$ cat config.mk
export PLATFORM = sky130hd
export DESIGN_NAME = adc_trig_ctrl
export DESIGN_NICKNAME = d
export VERILOG_FILES = /design/src/rtl/adc_trig_pkg.sv /design/src/rtl/adc_trig_regs.sv /design/src/rtl/adc_trig_period.sv /design/src/rtl/adc_trig_arb.sv /design/src/rtl/adc_trig_ctrl.sv
export SDC_FILE = /design/constraint.sdc
export NUM_CORES = 1
export LEC_CHECK = 0
export BUFFER_PORTS_ARGS = -buffer_cell sky130_fd_sc_hd__buf_2
export CORE_MARGIN = 4
export CORE_UTILIZATION = 45
export CTS_CLUSTER_SIZE = 12
export DETAILED_ROUTE_END_ITERATION = 6
export GPL_TIMING_DRIVEN = 0
export PLACE_DENSITY = 0.75
export REMOVE_ABC_BUFFERS = 1
export SLEW_MARGIN = 20
export SYNTH_ARGS = -nofsm -noshare
export SYNTH_HDL_FRONTEND = slang
export SYNTH_SLANG_ARGS = --single-unit
$ cat constraint.sdc
create_clock -name clk -period 3.2 [get_ports clk]
set_clock_uncertainty 0.15 [all_clocks]
set_input_delay 0.64 -clock clk [delete_from_list [all_inputs] [get_ports clk]]
set_output_delay 0.64 -clock clk [all_outputs]
set_load 0.005 [all_outputs]
$ cat src/rtl/adc_trig_pkg.sv
package adc_trig_pkg;
  // control word layout
  localparam int CTRL_W   = 11;
  localparam int B_MANUAL = 0;
  localparam int B_PERIOD = 1;
  localparam int B_SUSP   = 2;
  localparam int B_LEVEL  = 3;
  localparam int B_ONCE   = 4;
  localparam int B_SAMP   = 5;
  localparam int B_CVT    = 6;
  localparam int B_SEL_LO = 7;
  localparam int SEL_W    = 4;
  localparam int SRC_W    = 4;

  // highest select code that maps to a real analog input
  localparam logic [SEL_W-1:0] SEL_MAX = 4'hD;

  typedef enum logic [SRC_W-1:0] {
    SRC_NONE   = 4'h0,
    SRC_ONCE   = 4'h1,
    SRC_LEVEL  = 4'h2,
    SRC_PERIOD = 4'h3,
    SRC_HW     = 4'h4
  } src_e;
endpackage

$ cat src/rtl/adc_trig_regs.sv
module adc_trig_regs
  import adc_trig_pkg::*;
(
  input  logic              clk,
  input  logic              rst_n,
  input  logic              wr_en,
  input  logic [CTRL_W-1:0] wr_data,
  input  logic              conv_done,
  output logic              manual,
  output logic              per_en,
  output logic              susp,
  output logic              level,
  output logic              once,
  output logic              samp,
  output logic              cvt,
  output logic [SEL_W-1:0]  sel,
  output logic [CTRL_W-1:0] rd
);
  logic manual_n, once_n, cvt_n;

  always_comb begin
    manual_n = wr_en ? wr_data[B_MANUAL] : manual;
    // one-shot lives for the single cycle after its write
    once_n   = wr_en & wr_data[B_ONCE];
    // write-one-to-set, cleared by the converter, dropped outside manual mode
    cvt_n    = manual_n & ((cvt & ~conv_done) | (wr_en & wr_data[B_CVT]));
  end

  always_ff @(posedge clk or negedge rst_n) begin
    if (!rst_n) begin
      manual <= 1'b0;
      per_en <= 1'b0;
      susp   <= 1'b0;
      level  <= 1'b0;
      samp   <= 1'b0;
      sel    <= '0;
    end else if (wr_en) begin
      manual <= wr_data[B_MANUAL];
      per_en <= wr_data[B_PERIOD];
      susp   <= wr_data[B_SUSP];
      level  <= wr_data[B_LEVEL];
      samp   <= wr_data[B_SAMP];
      sel    <= wr_data[B_SEL_LO +: SEL_W];
    end
  end

  always_ff @(posedge clk or negedge rst_n) begin
    if (!rst_n) begin
      once <= 1'b0;
      cvt  <= 1'b0;
    end else begin
      once <= once_n;
      cvt  <= cvt_n;
    end
  end

  assign rd = {sel, cvt, samp, once, level, susp, per_en, manual};
endmodule

$ cat src/rtl/adc_trig_period.sv
module adc_trig_period #(
  parameter int CW = 8
) (
  input  logic          clk,
  input  logic          rst_n,
  input  logic          run,
  input  logic [CW-1:0] period,
  output logic          tick
);
  logic [CW-1:0] cnt, cnt_n;

  always_comb begin
    tick  = run & (cnt >= period);
    cnt_n = (!run || tick) ? '0 : cnt + 1'b1;
  end

  always_ff @(posedge clk or negedge rst_n) begin
    if (!rst_n) cnt <= '0;
    else        cnt <= cnt_n;
  end
endmodule

$ cat src/rtl/adc_trig_arb.sv
module adc_trig_arb #(
  parameter int NCH = 4,
  localparam int CHW = (NCH > 1) ? $clog2(NCH) : 1
) (
  input  logic           clk,
  input  logic           rst_n,
  input  logic [NCH-1:0] trig,
  input  logic [NCH-1:0] ch_en,
  input  logic           hold,
  input  logic           conv_done,
  output logic [NCH-1:0] soc,
  output logic           busy,
  output logic [CHW-1:0] idx
);
  logic [NCH-1:0] pend, pend_n;
  logic [CHW-1:0] gidx;
  logic           found, go, busy_n;

  // lowest pending index wins
  always_comb begin
    found = 1'b0;
    gidx  = '0;
    for (int i = 0; i < NCH; i++) begin
      if (pend[i] && !found) begin
        found = 1'b1;
        gidx  = CHW'(i);
      end
    end
    go  = found & ~busy & ~hold;
    soc = '0;
    if (go) soc[gidx] = 1'b1;
    busy_n = go | (busy & ~conv_done);
  end

  for (genvar i = 0; i < NCH; i++) begin : g_pend
    // a new trigger wins over the grant clearing the flag; enable low flushes
    assign pend_n[i] = ch_en[i] & (trig[i] | (pend[i] & ~soc[i]));

    always_ff @(posedge clk or negedge rst_n) begin
      if (!rst_n) pend[i] <= 1'b0;
      else        pend[i] <= pend_n[i];
    end
  end

  always_ff @(posedge clk or negedge rst_n) begin
    if (!rst_n) busy <= 1'b0;
    else        busy <= busy_n;
  end

  always_ff @(posedge clk or negedge rst_n) begin
    if (!rst_n)  idx <= '0;
    else if (go) idx <= gidx;
  end
endmodule

$ cat src/rtl/adc_trig_ctrl.sv
module adc_trig_ctrl
  import adc_trig_pkg::*;
#(
  parameter int NCH = 4,
  parameter int CW  = 8
) (
  input  logic               clk,
  input  logic               rst_n,
  input  logic               wr_en,
  input  logic [CTRL_W-1:0]  wr_data,
  input  logic [CW-1:0]      period,
  input  logic [NCH-1:0]     ch_en,
  input  logic [SRC_W*NCH-1:0] ch_src,
  input  logic [NCH-1:0]     hw_trig,
  input  logic               conv_done,
  output logic [CTRL_W-1:0]  ctrl_rd,
  output logic [NCH-1:0]     soc,
  output logic               sh_en,
  output logic [SEL_W-1:0]   conv_ch,
  output logic               conv_req
);
  localparam int CHW = (NCH > 1) ? $clog2(NCH) : 1;

  logic             manual, per_en, susp, level, once, samp, cvt, tick;
  logic [SEL_W-1:0] sel;
  logic [NCH-1:0]   trig;
  logic             hw_busy, sel_ok;
  logic [CHW-1:0]   hw_idx;

  adc_trig_regs u_regs (
    .clk(clk), .rst_n(rst_n), .wr_en(wr_en), .wr_data(wr_data),
    .conv_done(conv_done), .manual(manual), .per_en(per_en), .susp(susp),
    .level(level), .once(once), .samp(samp), .cvt(cvt), .sel(sel),
    .rd(ctrl_rd)
  );

  adc_trig_period #(.CW(CW)) u_period (
    .clk(clk), .rst_n(rst_n), .run(per_en & ~manual), .period(period),
    .tick(tick)
  );

  for (genvar i = 0; i < NCH; i++) begin : g_src
    logic [SRC_W-1:0] code;
    assign code    = ch_src[SRC_W*i +: SRC_W];
    assign trig[i] = ~manual & (((code == SRC_ONCE)   & once)  |
                                ((code == SRC_LEVEL)  & level) |
                                ((code == SRC_PERIOD) & tick)  |
                                ((code == SRC_HW)     & hw_trig[i]));
  end

  adc_trig_arb #(.NCH(NCH)) u_arb (
    .clk(clk), .rst_n(rst_n), .trig(trig), .ch_en(ch_en),
    .hold(susp | manual), .conv_done(conv_done), .soc(soc),
    .busy(hw_busy), .idx(hw_idx)
  );

  always_comb begin
    sel_ok   = (sel <= SEL_MAX);
    sh_en    = manual & samp & ~cvt & sel_ok;
    conv_req = manual ? (cvt & sel_ok) : hw_busy;
    conv_ch  = manual ? sel : SEL_W'(hw_idx);
  end
endmodule

==> impl_table.tex, run 1 <==
\begin{tabular}{lr}
\hline
Metric & Value \\
\hline
\multicolumn{2}{l}{\textbf{STA}} \\
Final critical delay including setup and external delays & about 2.6 ns \\
Relative slew margins & 0.614 \\
Hold violation count in the final report & 0 \\
Peak clock frequency supported by timing & 389 MHz \\
Portion of the clock cycle consumed by the worst path in the final layout & 0.804 \\
Sum of negative setup slack & 0 ns \\
Transition time of the tightest slew-check pin & roughly 0.58 ns \\
Pins over their slew limit & 0 \\
Unrepaired setup endpoints after global routing & no \\
Setup violations, final & 0 \\
\multicolumn{2}{l}{\textbf{CTS}} \\
Maximum level of the CTS H-tree & 1 \\
Clock tree root buffer cell & clkbuf\_8 \\
Post-cts repair resize count & 0 \\
CTS tree & yes \\
Clock edge transition at the registers on the reported setup and hold paths & 0.08 ns \\
Clock latency reported for the late side of the worst-skew pair & around 0.27 ns \\
Buffer count from post-CTS setup fixing & 0 \\
TritonCTS sink count & 26 \\
Hold-fix buffers, CTS & 0 \\
Worst-case clock buffer depth & 2 \\
Number of CTS-inserted buffers & 3 \\
\multicolumn{2}{l}{\textbf{Floorplanning}} \\
Width of the die & just under 70 um \\
Placeable core region & 3470 um\^{}2 \\
Total Die Area & 4760 um\^{}2 \\
Std-Cell Rows & 21 \\
Die H & $\sim$70 um \\
Initial Utilization & 0.482 \\
I/O pin count & 68 \\
\multicolumn{2}{l}{\textbf{Synth}} \\
Yosys reg bits & 26 \\
Unique cell type count in the Yosys netlist & 42 \\
Post-synth top cells & dfrtp\_1, inv\_1, nand2\_1 \\
Number of flops mapped to enable cells by yosys & 0 \\
Synth Area in Adders & 0.0673 \\
Most area-hungry cell type in the Yosys netlist & dfrtp\_1 \\
Avg Synthesized Cell Area & 9.67 um\^{}2 \\
Synth Area in Simple Gates & 0.227 \\
Area share of the leading cell type in the synthesized netlist & 0.389 \\
Area of the mapped netlist & roughly 1700 um\^{}2 \\
Multiplexer fraction of the synthesized cell area & 0.0673 \\
Main flop type after synthesis & dfrtp\_1 \\
Combinational family with the most area after synthesis & simple AND/OR/NAND/NOR gates \\
Most used standard cell by instance count after synthesis & dfrtp\_1 \\
Async S/R FF share, synth & 1.00 \\
Compound-cell area share of the yosys netlist & 0.146 \\
Synthesized-area fraction occupied by xor and xnor cells & 0.0314 \\
Post-Syn Instances & about 170 \\
Total number of yosys warnings & 0 \\
Seq/Total Area, Yosys & 0.389 \\
Synth area leaders & dfrtp\_1, ha\_1, mux2\_2 \\
\multicolumn{2}{l}{\textbf{Final layout}} \\
Number of filler cells placed in the layout & between 300 and 400 \\
Fin nets & slightly below 300 \\
Finished Cell Area & about 2000 um\^{}2 \\
\# diodes & 0 \\
Post-synthesis to final-layout area growth & 22.3\% \\
Share of post-route cells with drive strength above 1 & 0.391 \\
\multicolumn{2}{l}{\textbf{Detailed routing}} \\
Number of design rule violations left after detail routing & 0 \\
Detailed-router iteration count before antenna repair & 4 \\
WL per Instance & 13.2 um \\
Via/cell ratio & around 5.3 \\
Initial DRC count & between 60 and 70 \\
Routed wire length & 3680 um \\
ANT nets after route & 0 \\
Routed vias & roughly 1.5k \\
\multicolumn{2}{l}{\textbf{Place}} \\
Detailed placer's ending HPWL & around 3000 um \\
GP Congestion & a little over 0.7 \\
Area of placed instances & approximately 2000 um\^{}2 \\
Quantity of I/O buffers inserted on ports & 67 \\
\multicolumn{2}{l}{\textbf{Global routing}} \\
Number of antenna violations at the first check in global routing & 0 \\
First-pass GRT wire length & around 6400 um \\
GRT Resource Usage Total & 0.175 \\
Largest net degree at the start of global routing & 27 \\
Vias in the first global route & roughly 1.5k \\
Remaining global-route overflow & 0 \\
\multicolumn{2}{l}{\textbf{Pwr}} \\
VDD IR-drop max & 0.000316 V \\
Power Density & roughly 370 nW/um\^{}2 \\
Standby leakage power & roughly 0.0010 uW \\
\multicolumn{2}{l}{\textbf{Setup path}} \\
Critical path class & register to output port \\
Endpoint class of the critical path & output port \\
Critical Path Source Type & register \\
Max Fanout on Critical Path & 12 \\
Worst endpoint data arrival time & 1.78 ns \\
Data required time of the worst path & roughly 2.4 ns \\
\multicolumn{2}{l}{\textbf{Worst hold path}} \\
Class of the tightest hold or removal check & primary input to async pin \\
\multicolumn{2}{l}{\textbf{Run status}} \\
Outcome & completed \\
\multicolumn{2}{l}{\textbf{Flow run}} \\
Max-capacitance violation count & 0 \\
\hline
\end{tabular}
==> cell type report <==
cell class,count,area (um^2),area share
well taps,46,57.6,0.0281
multi-input cells,124,902,0.441
clock buffers,4,55.1,0.0269
inverters,12,45.0,0.0220
repair buffers,67,335,0.164
flip-flops and latches,26,651,0.318
==> registers in the layout, summed over array words and instances, names as in the netlist <==
register / count
u_period.cnt: 8
u_arb.pend: 4
u_regs.sel: 4
u_arb.idx: 2
u_arb.busy: 1
u_regs.cvt: 1
u_regs.level: 1
u_regs.manual: 1
u_regs.once: 1
u_regs.per_en: 1
u_regs.samp: 1
u_regs.susp: 1
==> layout by cell type (no fill, tap or decap), types with 2 or more instances in the layout <==
master,instances
a211oi_1,4
a21oi_1,5
and2_1,4
and3_1,3
buf_2,67
clkbuf_8,4
dfrtp_1,26
ha_1,9
inv_1,12
mux2_2,10
nand2_1,12
nand3_1,9
nand3b_1,4
nor2_1,9
nor2_2,8
nor3_1,2
nor3b_1,4
nor4b_1,2
o21a_1,4
o21ai_0,5
o22ai_1,5
or4_1,2
xor2_1,5
==> logic make-up after synthesis <==
| kind of cell | count (synthesis) |
|---|---|
| muxes | 10 |
| xor gates and xnor gates | 6 |
| DFF | 26 |
| buffers and inverters | 23 |
| and+or+nand+nor | 66 |
| AOI/OAI and AO/OA | 33 |
| adders and majority gates | 9 |
==> worst max-delay path, stage by stage (launching register included) <==
cell and delay [ns]:
dfrtp_1 0.51, nor3_1 0.45, nand2_1 0.16, nor3b_1 0.24, buf_2 0.15
==> per-layer routing <==
layer,global-route usage,routed length (um)
met5,0,0
met4,0.0365,22
met3,0.0454,278
met2,0.293,1860
met1,0.227,1520
==> per-stage QoR <==
step | power (uW) | hold slack, ns | cells | setup WS [ns] | util
2_1_floorplan | 467 | 0.194 | 162 | 0.844 | -
3_3_place_gp | 548 | 0.332 | 275 | 0.620 | 0.574
3_5_place_dp | 551 | 0.330 | 275 | 0.591 | 0.574
4_1_cts | 763 | 0.229 | 279 | 0.628 | 0.590
5_1_grt | 802 | 0.248 | 279 | 0.411 | 0.590
6_report | 752 | 0.209 | 279 | 0.627 | 0.590
==> final timing paths <==
kind	start	cells past startpoint	end	slack, ns
min in group clk	u_arb.idx[1]	1	u_arb.idx[1]	0.34
min	rst_n	1	u_regs.level	0.21
max reg2reg	u_period.cnt[0]	7	u_period.cnt[2]	0.86
min reg2reg	u_arb.idx[1]	1	u_arb.idx[1]	0.34
max	u_regs.manual	4	soc[3]	0.63
max in group asynchronous	rst_n	1	u_period.cnt[3]	2.31
==> power breakdown <==
group	total, uW	leakage (uW)	switching [uW]	internal [uW]
clock network	210	0.0000288	99.9	110
registers	378	0.000338	25.7	353
logic	163	0.000638	76.1	87.3
(Power assumes the default switching activity.)
==> run 2, diff against run 1 <==
--- a/config.mk
+++ b/config.mk
@@ -7,7 +7,7 @@
 export LEC_CHECK = 0
 export BUFFER_PORTS_ARGS = -buffer_cell sky130_fd_sc_hd__buf_2
 export CORE_MARGIN = 4
-export CORE_UTILIZATION = 45
+export CORE_UTILIZATION = 43
 export CTS_CLUSTER_SIZE = 12
 export DETAILED_ROUTE_END_ITERATION = 6
 export GPL_TIMING_DRIVEN = 0
==> constraint.sdc (replaced) <==
create_clock -name clk -period 2.3 [get_ports clk]
set_clock_uncertainty 0.15 [all_clocks]
set_input_delay 0.46 -clock clk [delete_from_list [all_inputs] [get_ports clk]]
set_output_delay 0.46 -clock clk [all_outputs]
set_load 0.005 [all_outputs]
==> impl_table.tex, run 2 (same netlist as run 1, synthesis figures left out) <==
\begin{tabular}{lr}
\hline
Metric & Value \\
\hline
\multicolumn{2}{l}{\textbf{Run status}} \\
Outcome & completed (unchanged) \\
\multicolumn{2}{l}{\textbf{Global routing}} \\
Vias in the first global route & 1494 (was 1478) \\
First-pass GRT wire length & 6590 um (was 6380 um) \\
GRT Resource Usage Total & 0.161 (was 0.175) \\
Number of antenna violations at the first check in global routing & 0 (unchanged) \\
Remaining global-route overflow & 0 (unchanged) \\
Largest net degree at the start of global routing & 27 (unchanged) \\
\multicolumn{2}{l}{\textbf{STA}} \\
Transition time of the tightest slew-check pin & 0.570 ns (was 0.579 ns) \\
Hold violation count in the final report & 0 (unchanged) \\
Pins over their slew limit & 0 (unchanged) \\
Setup violations, final & 0 (unchanged) \\
Final worst hold slack & 0.0216 ns (was 0.209 ns) \\
Relative slew margins & 0.620 (was 0.614) \\
Portion of the clock cycle consumed by the worst path in the final layout & 0.944 \\
Peak clock frequency supported by timing & around 460 MHz \\
Unrepaired setup endpoints after global routing & no (unchanged) \\
Final critical delay including setup and external delays & roughly 2.2 ns \\
Final critical-path setup slack & 0.128 ns (was 0.627 ns) \\
\multicolumn{2}{l}{\textbf{Place}} \\
GP Congestion & 0.775 (was 0.723) \\
Quantity of I/O buffers inserted on ports & 67 (unchanged) \\
Pre-CTS WS & -0.144 ns (was 0.591 ns) \\
Detailed placer's ending HPWL & 3000 um (was 2990 um) \\
Placed instance count & 277 (was 275) \\
Area of placed instances & 1990 um\^{}2 (about the same) \\
\multicolumn{2}{l}{\textbf{CTS}} \\
Clock tree root buffer cell & clkbuf\_8 (unchanged) \\
CTS tree & yes (unchanged) \\
Worst-case clock buffer depth & 2 (unchanged) \\
Maximum level of the CTS H-tree & 1 (unchanged) \\
Number of CTS-inserted buffers & 3 (unchanged) \\
Hold-fix buffers, CTS & 0 (unchanged) \\
Clock edge transition at the registers on the reported setup and hold paths & 0.09 ns (was 0.08 ns) \\
Clock latency reported for the late side of the worst-skew pair & 0.27 ns (about the same) \\
TritonCTS sink count & 26 (unchanged) \\
\multicolumn{2}{l}{\textbf{Floorplanning}} \\
Initial Utilization & 0.450 (was 0.482) \\
Placeable core region & 3720 um\^{}2 (was 3470 um\^{}2) \\
Total Die Area & 4950 um\^{}2 (was 4760 um\^{}2) \\
Die H & 70.4 um (was 69.0 um) \\
Width of the die & 70.4 um (was 69.0 um) \\
Std-Cell Rows & 22 (was 21) \\
I/O pin count & 68 (unchanged) \\
\multicolumn{2}{l}{\textbf{Setup path}} \\
Worst setup slack for register-to-register paths & 0.13 ns (was 0.86 ns) \\
Source of the critical timing path & u\_period.cnt[0] (was u\_regs.manual) \\
Max Fanout on Critical Path & 8 (was 12) \\
Data required time of the worst path & 2.36 ns (was 2.41 ns) \\
Worst reg2reg startpoint & u\_period.cnt[0] (unchanged) \\
Critical path class & register to register (was register to output port) \\
Endpoint class of the critical path & register (was output port) \\
Critical Path Source Type & register (unchanged) \\
Worst endpoint data arrival time & 2.23 ns (was 1.78 ns) \\
\multicolumn{2}{l}{\textbf{Final layout}} \\
Largest registers & u\_period.cnt x8, u\_arb.pend x4, u\_regs.sel x4 (unchanged) \\
Post-synthesis to final-layout area growth & 25.9\% (was 22.3\%) \\
Number of flip-flops under the largest register name & 8 (unchanged) \\
Share of post-route cells with drive strength above 1 & 0.423 (was 0.391) \\
Most common cell after layout, fill and taps aside & buf\_2 (unchanged) \\
Register cell area after layout & 653 um\^{}2 (was 651 um\^{}2) \\
\# diodes & 0 (unchanged) \\
Final Instance Count excl. Fillers & 282 (was 279) \\
Number of filler cells placed in the layout & 349 (was 350) \\
Fin nets & 291 (was 290) \\
Most used cells in the layout excluding fill and tap cells & buf\_2, dfrtp\_1, inv\_1, nand2\_1, mux2\_2 (unchanged) \\
Finished Cell Area & 2110 um\^{}2 (was 2050 um\^{}2) \\
Area of combinational cells with multiple inputs & 933 um\^{}2 (was 902 um\^{}2) \\
Largest register by flop count & u\_period.cnt (unchanged) \\
\multicolumn{2}{l}{\textbf{Pwr}} \\
VDD IR-drop max & 0.000517 V (was 0.000316 V) \\
Power Density & 546 nW/um\^{}2 (was 367 nW/um\^{}2) \\
Standby leakage power & 0.00102 uW (was 0.00100 uW) \\
\multicolumn{2}{l}{\textbf{Detailed routing}} \\
Initial DRC count & 39 (was 64) \\
Number of design rule violations left after detail routing & 0 (unchanged) \\
ANT nets after route & 0 (unchanged) \\
Routed wire length & 3740 um (was 3680 um) \\
Routed vias & 1489 (was 1465) \\
Detailed-router iteration count before antenna repair & 4 (unchanged) \\
WL per Instance & 13.3 um (was 13.2 um) \\
Via/cell ratio & 5.28 (was 5.25) \\
\multicolumn{2}{l}{\textbf{Flow run}} \\
Max-capacitance violation count & 0 (unchanged) \\
\multicolumn{2}{l}{\textbf{Worst hold path}} \\
Class of the tightest hold or removal check & primary input to async pin (unchanged) \\
\hline
\end{tabular}
## run 2: layout make-up
type,instances,share of cell area
flip-flops and latches,26,0.310
clock buffers,3,0.0196
repair buffers,68,0.163
clock inverters,1,0.0143
inverters,12,0.0214
well taps,48,0.0285
multi-input cells,124,0.443
## run 2: layer usage
layer / vias up / global-route usage / share of wire / routed length, um
li1: 736 / - / - / -
met5: - / 0 / 0 / 0
met3: 5 / 0.0345 / 0.075 / 280
met1: 702 / 0.197 / 0.41 / 1520
met4: 0 / 0.0383 / 0.0083 / 31
met2: 46 / 0.285 / 0.51 / 1910
## run 2: worst paths after layout
check | endpoint | cells after the start
worst min-delay path | u_regs.cvt | 1
worst max register to register | u_period.cnt[4] | 7
min in group clk | u_arb.busy | 2
worst min register to register | u_period.cnt[0] | 1
max in group asynchronous | u_period.cnt[0] | 1
worst max-delay path | u_period.cnt[4] | 7
## run 2: power by group
group / switching, uW / total, uW / leakage (uW) / internal, uW
Clock: 145 / 378 / 0.0000357 / 233
Combinational: 110 / 239 / 0.000653 / 129
Sequential: 40.1 / 532 / 0.000335 / 491
## run 2: what timing repair did
item                                    in CTS  in global routing
gates resized for setup                      3                  5
buffers inserted                             0                  1
endpoints found under the setup margin      10                 14
pin swaps                                    0                  2
## run 2: worst max-delay path, stage by stage (launching register included)
cell and delay (ns):
dfrtp_2 0.42, inv_1 0.05, ha_1 0.26, nand2b_4 0.15, a2111oi_4 0.31, o41ai_2 0.14
or3b_4 0.48, nor2_2 0.14
## run 2: stage by stage
| stage | utilization | power, uW | TNS (ns) |
|---|---|---|---|
| 2_1_floorplan | - | 650 | 0 |
| 3_3_place_gp | 0.536 | 762 | -0.564 |
| 3_5_place_dp | 0.536 | 771 | -1.00 |
| 4_1_cts | 0.558 | 1150 | 0 |
| 5_1_grt | 0.567 | 1220 | 0 |
| 6_report | 0.567 | 1150 | 0 |
==> run 3, diff against run 2 <==
--- a/config.mk
+++ b/config.mk
@@ -7,11 +7,12 @@
 export LEC_CHECK = 0
 export BUFFER_PORTS_ARGS = -buffer_cell sky130_fd_sc_hd__buf_2
 export CORE_MARGIN = 4
-export CORE_UTILIZATION = 43
+export CORE_UTILIZATION = 45
+export CTS_BUF_LIST = sky130_fd_sc_hd__clkbuf_4
 export CTS_CLUSTER_SIZE = 12
 export DETAILED_ROUTE_END_ITERATION = 6
 export GPL_TIMING_DRIVEN = 0
-export PLACE_DENSITY = 0.75
+export PLACE_DENSITY_LB_ADDON = 0.08
 export REMOVE_ABC_BUFFERS = 1
 export SLEW_MARGIN = 20
 export SYNTH_ARGS = -nofsm -noshare
==> impl_table.tex, run 3 (same netlist as run 1, synthesis figures left out) <==
\begin{tabular}{lr}
\hline
Metric & Value \\
\hline
\multicolumn{2}{l}{\textbf{Flow run}} \\
Max-capacitance violation count & 0 (unchanged) \\
\multicolumn{2}{l}{\textbf{Pwr}} \\
Standby leakage power & 0.00104 uW (was 0.00102 uW) \\
Power Density & 518 nW/um\^{}2 (was 546 nW/um\^{}2) \\
VDD IR-drop max & 0.000338 V (was 0.000517 V) \\
\multicolumn{2}{l}{\textbf{CTS}} \\
Worst-case clock buffer depth & 2 (unchanged) \\
TritonCTS sink count & 26 (unchanged) \\
Clock edge transition at the registers on the reported setup and hold paths & 0.15 ns (was 0.09 ns) \\
CTS tree & yes (unchanged) \\
Clock latency reported for the late side of the worst-skew pair & 0.33 ns (was 0.27 ns) \\
Maximum level of the CTS H-tree & 1 (unchanged) \\
Clock tree root buffer cell & clkbuf\_4 (was clkbuf\_8) \\
Number of CTS-inserted buffers & 3 (unchanged) \\
\multicolumn{2}{l}{\textbf{STA}} \\
Setup violations, final & 0 (unchanged) \\
Relative slew margins & 0.617 (was 0.620) \\
Transition time of the tightest slew-check pin & 0.575 ns (was 0.570 ns) \\
Hold violation count in the final report & 0 (unchanged) \\
Peak clock frequency supported by timing & 454 MHz (was 460 MHz) \\
Unrepaired setup endpoints after global routing & no (unchanged) \\
Pins over their slew limit & 0 (unchanged) \\
Final critical delay including setup and external delays & 2.20 ns (was 2.17 ns) \\
Portion of the clock cycle consumed by the worst path in the final layout & 0.957 (was 0.944) \\
\multicolumn{2}{l}{\textbf{Detailed routing}} \\
Number of design rule violations left after detail routing & 0 (unchanged) \\
Initial DRC count & 36 (was 39) \\
ANT nets after route & 0 (unchanged) \\
Detailed-router iteration count before antenna repair & 4 (unchanged) \\
WL per Instance & 13.3 um (about the same) \\
Routed vias & 1474 (was 1489) \\
Via/cell ratio & 5.19 (was 5.28) \\
Routed wire length & 3780 um (was 3740 um) \\
\multicolumn{2}{l}{\textbf{Worst hold path}} \\
Class of the tightest hold or removal check & primary input to register (was primary input to async pin) \\
Hold Path Depth & 2 \\
Endpoint with the worst hold slack & u\_arb.busy \\
HP Start & conv\_done \\
\multicolumn{2}{l}{\textbf{Global routing}} \\
Number of antenna violations at the first check in global routing & 0 (unchanged) \\
Remaining global-route overflow & 0 (unchanged) \\
Largest net degree at the start of global routing & 27 (unchanged) \\
First-pass GRT wire length & 6170 um (was 6590 um) \\
Vias in the first global route & 1514 (was 1494) \\
GRT Resource Usage Total & 0.170 (was 0.161) \\
\multicolumn{2}{l}{\textbf{Final layout}} \\
Post-synthesis to final-layout area growth & 26.6\% (was 25.9\%) \\
Most used cells in the layout excluding fill and tap cells & buf\_2, dfrtp\_1, inv\_1, nand2\_1, mux2\_2 (unchanged) \\
Final standard cell utilization of the core & 0.610 (was 0.567) \\
Finished Cell Area & 2120 um\^{}2 (was 2110 um\^{}2) \\
Share of post-route cells with drive strength above 1 & 0.429 (was 0.423) \\
\# diodes & 0 (unchanged) \\
Most common cell after layout, fill and taps aside & buf\_2 (unchanged) \\
Number of filler cells placed in the layout & 321 (was 349) \\
Fin nets & 295 (was 291) \\
Largest registers & u\_period.cnt x8, u\_arb.pend x4, u\_regs.sel x4 (unchanged) \\
Largest register by flop count & u\_period.cnt (unchanged) \\
Number of flip-flops under the largest register name & 8 (unchanged) \\
\multicolumn{2}{l}{\textbf{Floorplanning}} \\
Initial Utilization & 0.482 (was 0.450) \\
I/O pin count & 68 (unchanged) \\
Placeable core region & 3470 um\^{}2 (was 3720 um\^{}2) \\
Width of the die & 69.0 um (was 70.4 um) \\
Std-Cell Rows & 21 (was 22) \\
Total Die Area & 4760 um\^{}2 (was 4950 um\^{}2) \\
Die H & 69.0 um (was 70.4 um) \\
\multicolumn{2}{l}{\textbf{Setup path}} \\
Critical path class & register to output port (was register to register) \\
Depth of the most critical reg-to-reg path & 7 (unchanged) \\
Crit Reg-Reg Endpoint & u\_period.cnt[2] (was u\_period.cnt[4]) \\
Endpoint class of the critical path & output port (was register) \\
Worst endpoint data arrival time & 1.59 ns (was 2.23 ns) \\
Worst setup slack for register-to-register paths & 0.14 ns (was 0.13 ns) \\
Data required time of the worst path & 1.69 ns (was 2.36 ns) \\
Critical Path Source Type & register (unchanged) \\
Worst reg2reg startpoint & u\_period.cnt[0] (unchanged) \\
Max Fanout on Critical Path & 6 (was 8) \\
\multicolumn{2}{l}{\textbf{Place}} \\
Quantity of I/O buffers inserted on ports & 67 (unchanged) \\
Detailed placer's ending HPWL & 2910 um (was 3000 um) \\
GP Congestion & 0.803 (was 0.775) \\
Area of placed instances & 1990 um\^{}2 (about the same) \\
\multicolumn{2}{l}{\textbf{Run status}} \\
Outcome & completed (unchanged) \\
\hline
\end{tabular}
[run 3: power by group]
group	internal, uW	switching, uW
Combinational	136	115
Clock	176	141
Sequential	492	36.7
[run 3: critical path, cell delays in order (launching register included)]
cell	delay [ns]
dfrtp_2	0.48
or3_4	0.44
nor3b_2	0.20
buf_2	0.14
[run 3: how the worst max path moves through the flow]
| stage | from | end | cells past startpoint |
|---|---|---|---|
| detailed placement | period[0] | u_period.cnt[2] | 7 |
| global placement | period[0] | u_period.cnt[2] | 7 |
| global route | u_regs.manual | soc[1] | 3 |
| finish | u_regs.manual | soc[1] | 3 |
| floorplan | period[0] | u_period.cnt[2] | 6 |
| CTS | u_period.cnt[0] | u_period.cnt[2] | 7 |
[run 3: layout make-up]
cell class | instances | area (um^2) | area share
inverter | 12 | 45.0 | 0.0213
timing repair buffer | 72 | 375 | 0.177
multi-input combinational | 124 | 933 | 0.441
tap | 46 | 57.6 | 0.0272
sequential | 26 | 653 | 0.309
clock buffer | 3 | 22.5 | 0.0106
clock inverter | 1 | 30.0 | 0.0142
[run 3: timing repair]
action / CTS / global route
buffers inserted: 3 / 1
hold buffers: 1 / 0
setup endpoints to repair: 10 / 14
gates resized for setup: 4 / 4
endpoints found under the hold margin: 26 / 0
[run 3: stage by stage]
| step | total power [uW] | hold slack [ns] | setup TNS [ns] | cells | worst slack [ns] |
|---|---|---|---|---|---|
| after CTS | 1100 | 0.134 | 0 | 283 | 0.0344 |
| after global placement | 759 | 0.338 | -0.851 | 275 | -0.114 |
| after detailed placement | 768 | 0.340 | -0.893 | 275 | -0.120 |
| after floorplan | 650 | 0.0144 | 0 | 162 | 0.124 |
| after global routing | 1150 | 0.150 | 0 | 284 | 0.00661 |
| final | 1100 | 0.152 | 0 | 284 | 0.0997 |
[run 3: metal layers]
| metal | GRT usage | vias to the layer above | share of wire |
|---|---|---|---|
| met1 | 0.198 | 678 | 0.44 |
| met5 | 0 | - | 0 |
| met3 | 0.0276 | 6 | 0.058 |
| met4 | 0.0511 | 0 | 0.0095 |
| met2 | 0.314 | 43 | 0.50 |
| li1 | - | 747 | - |
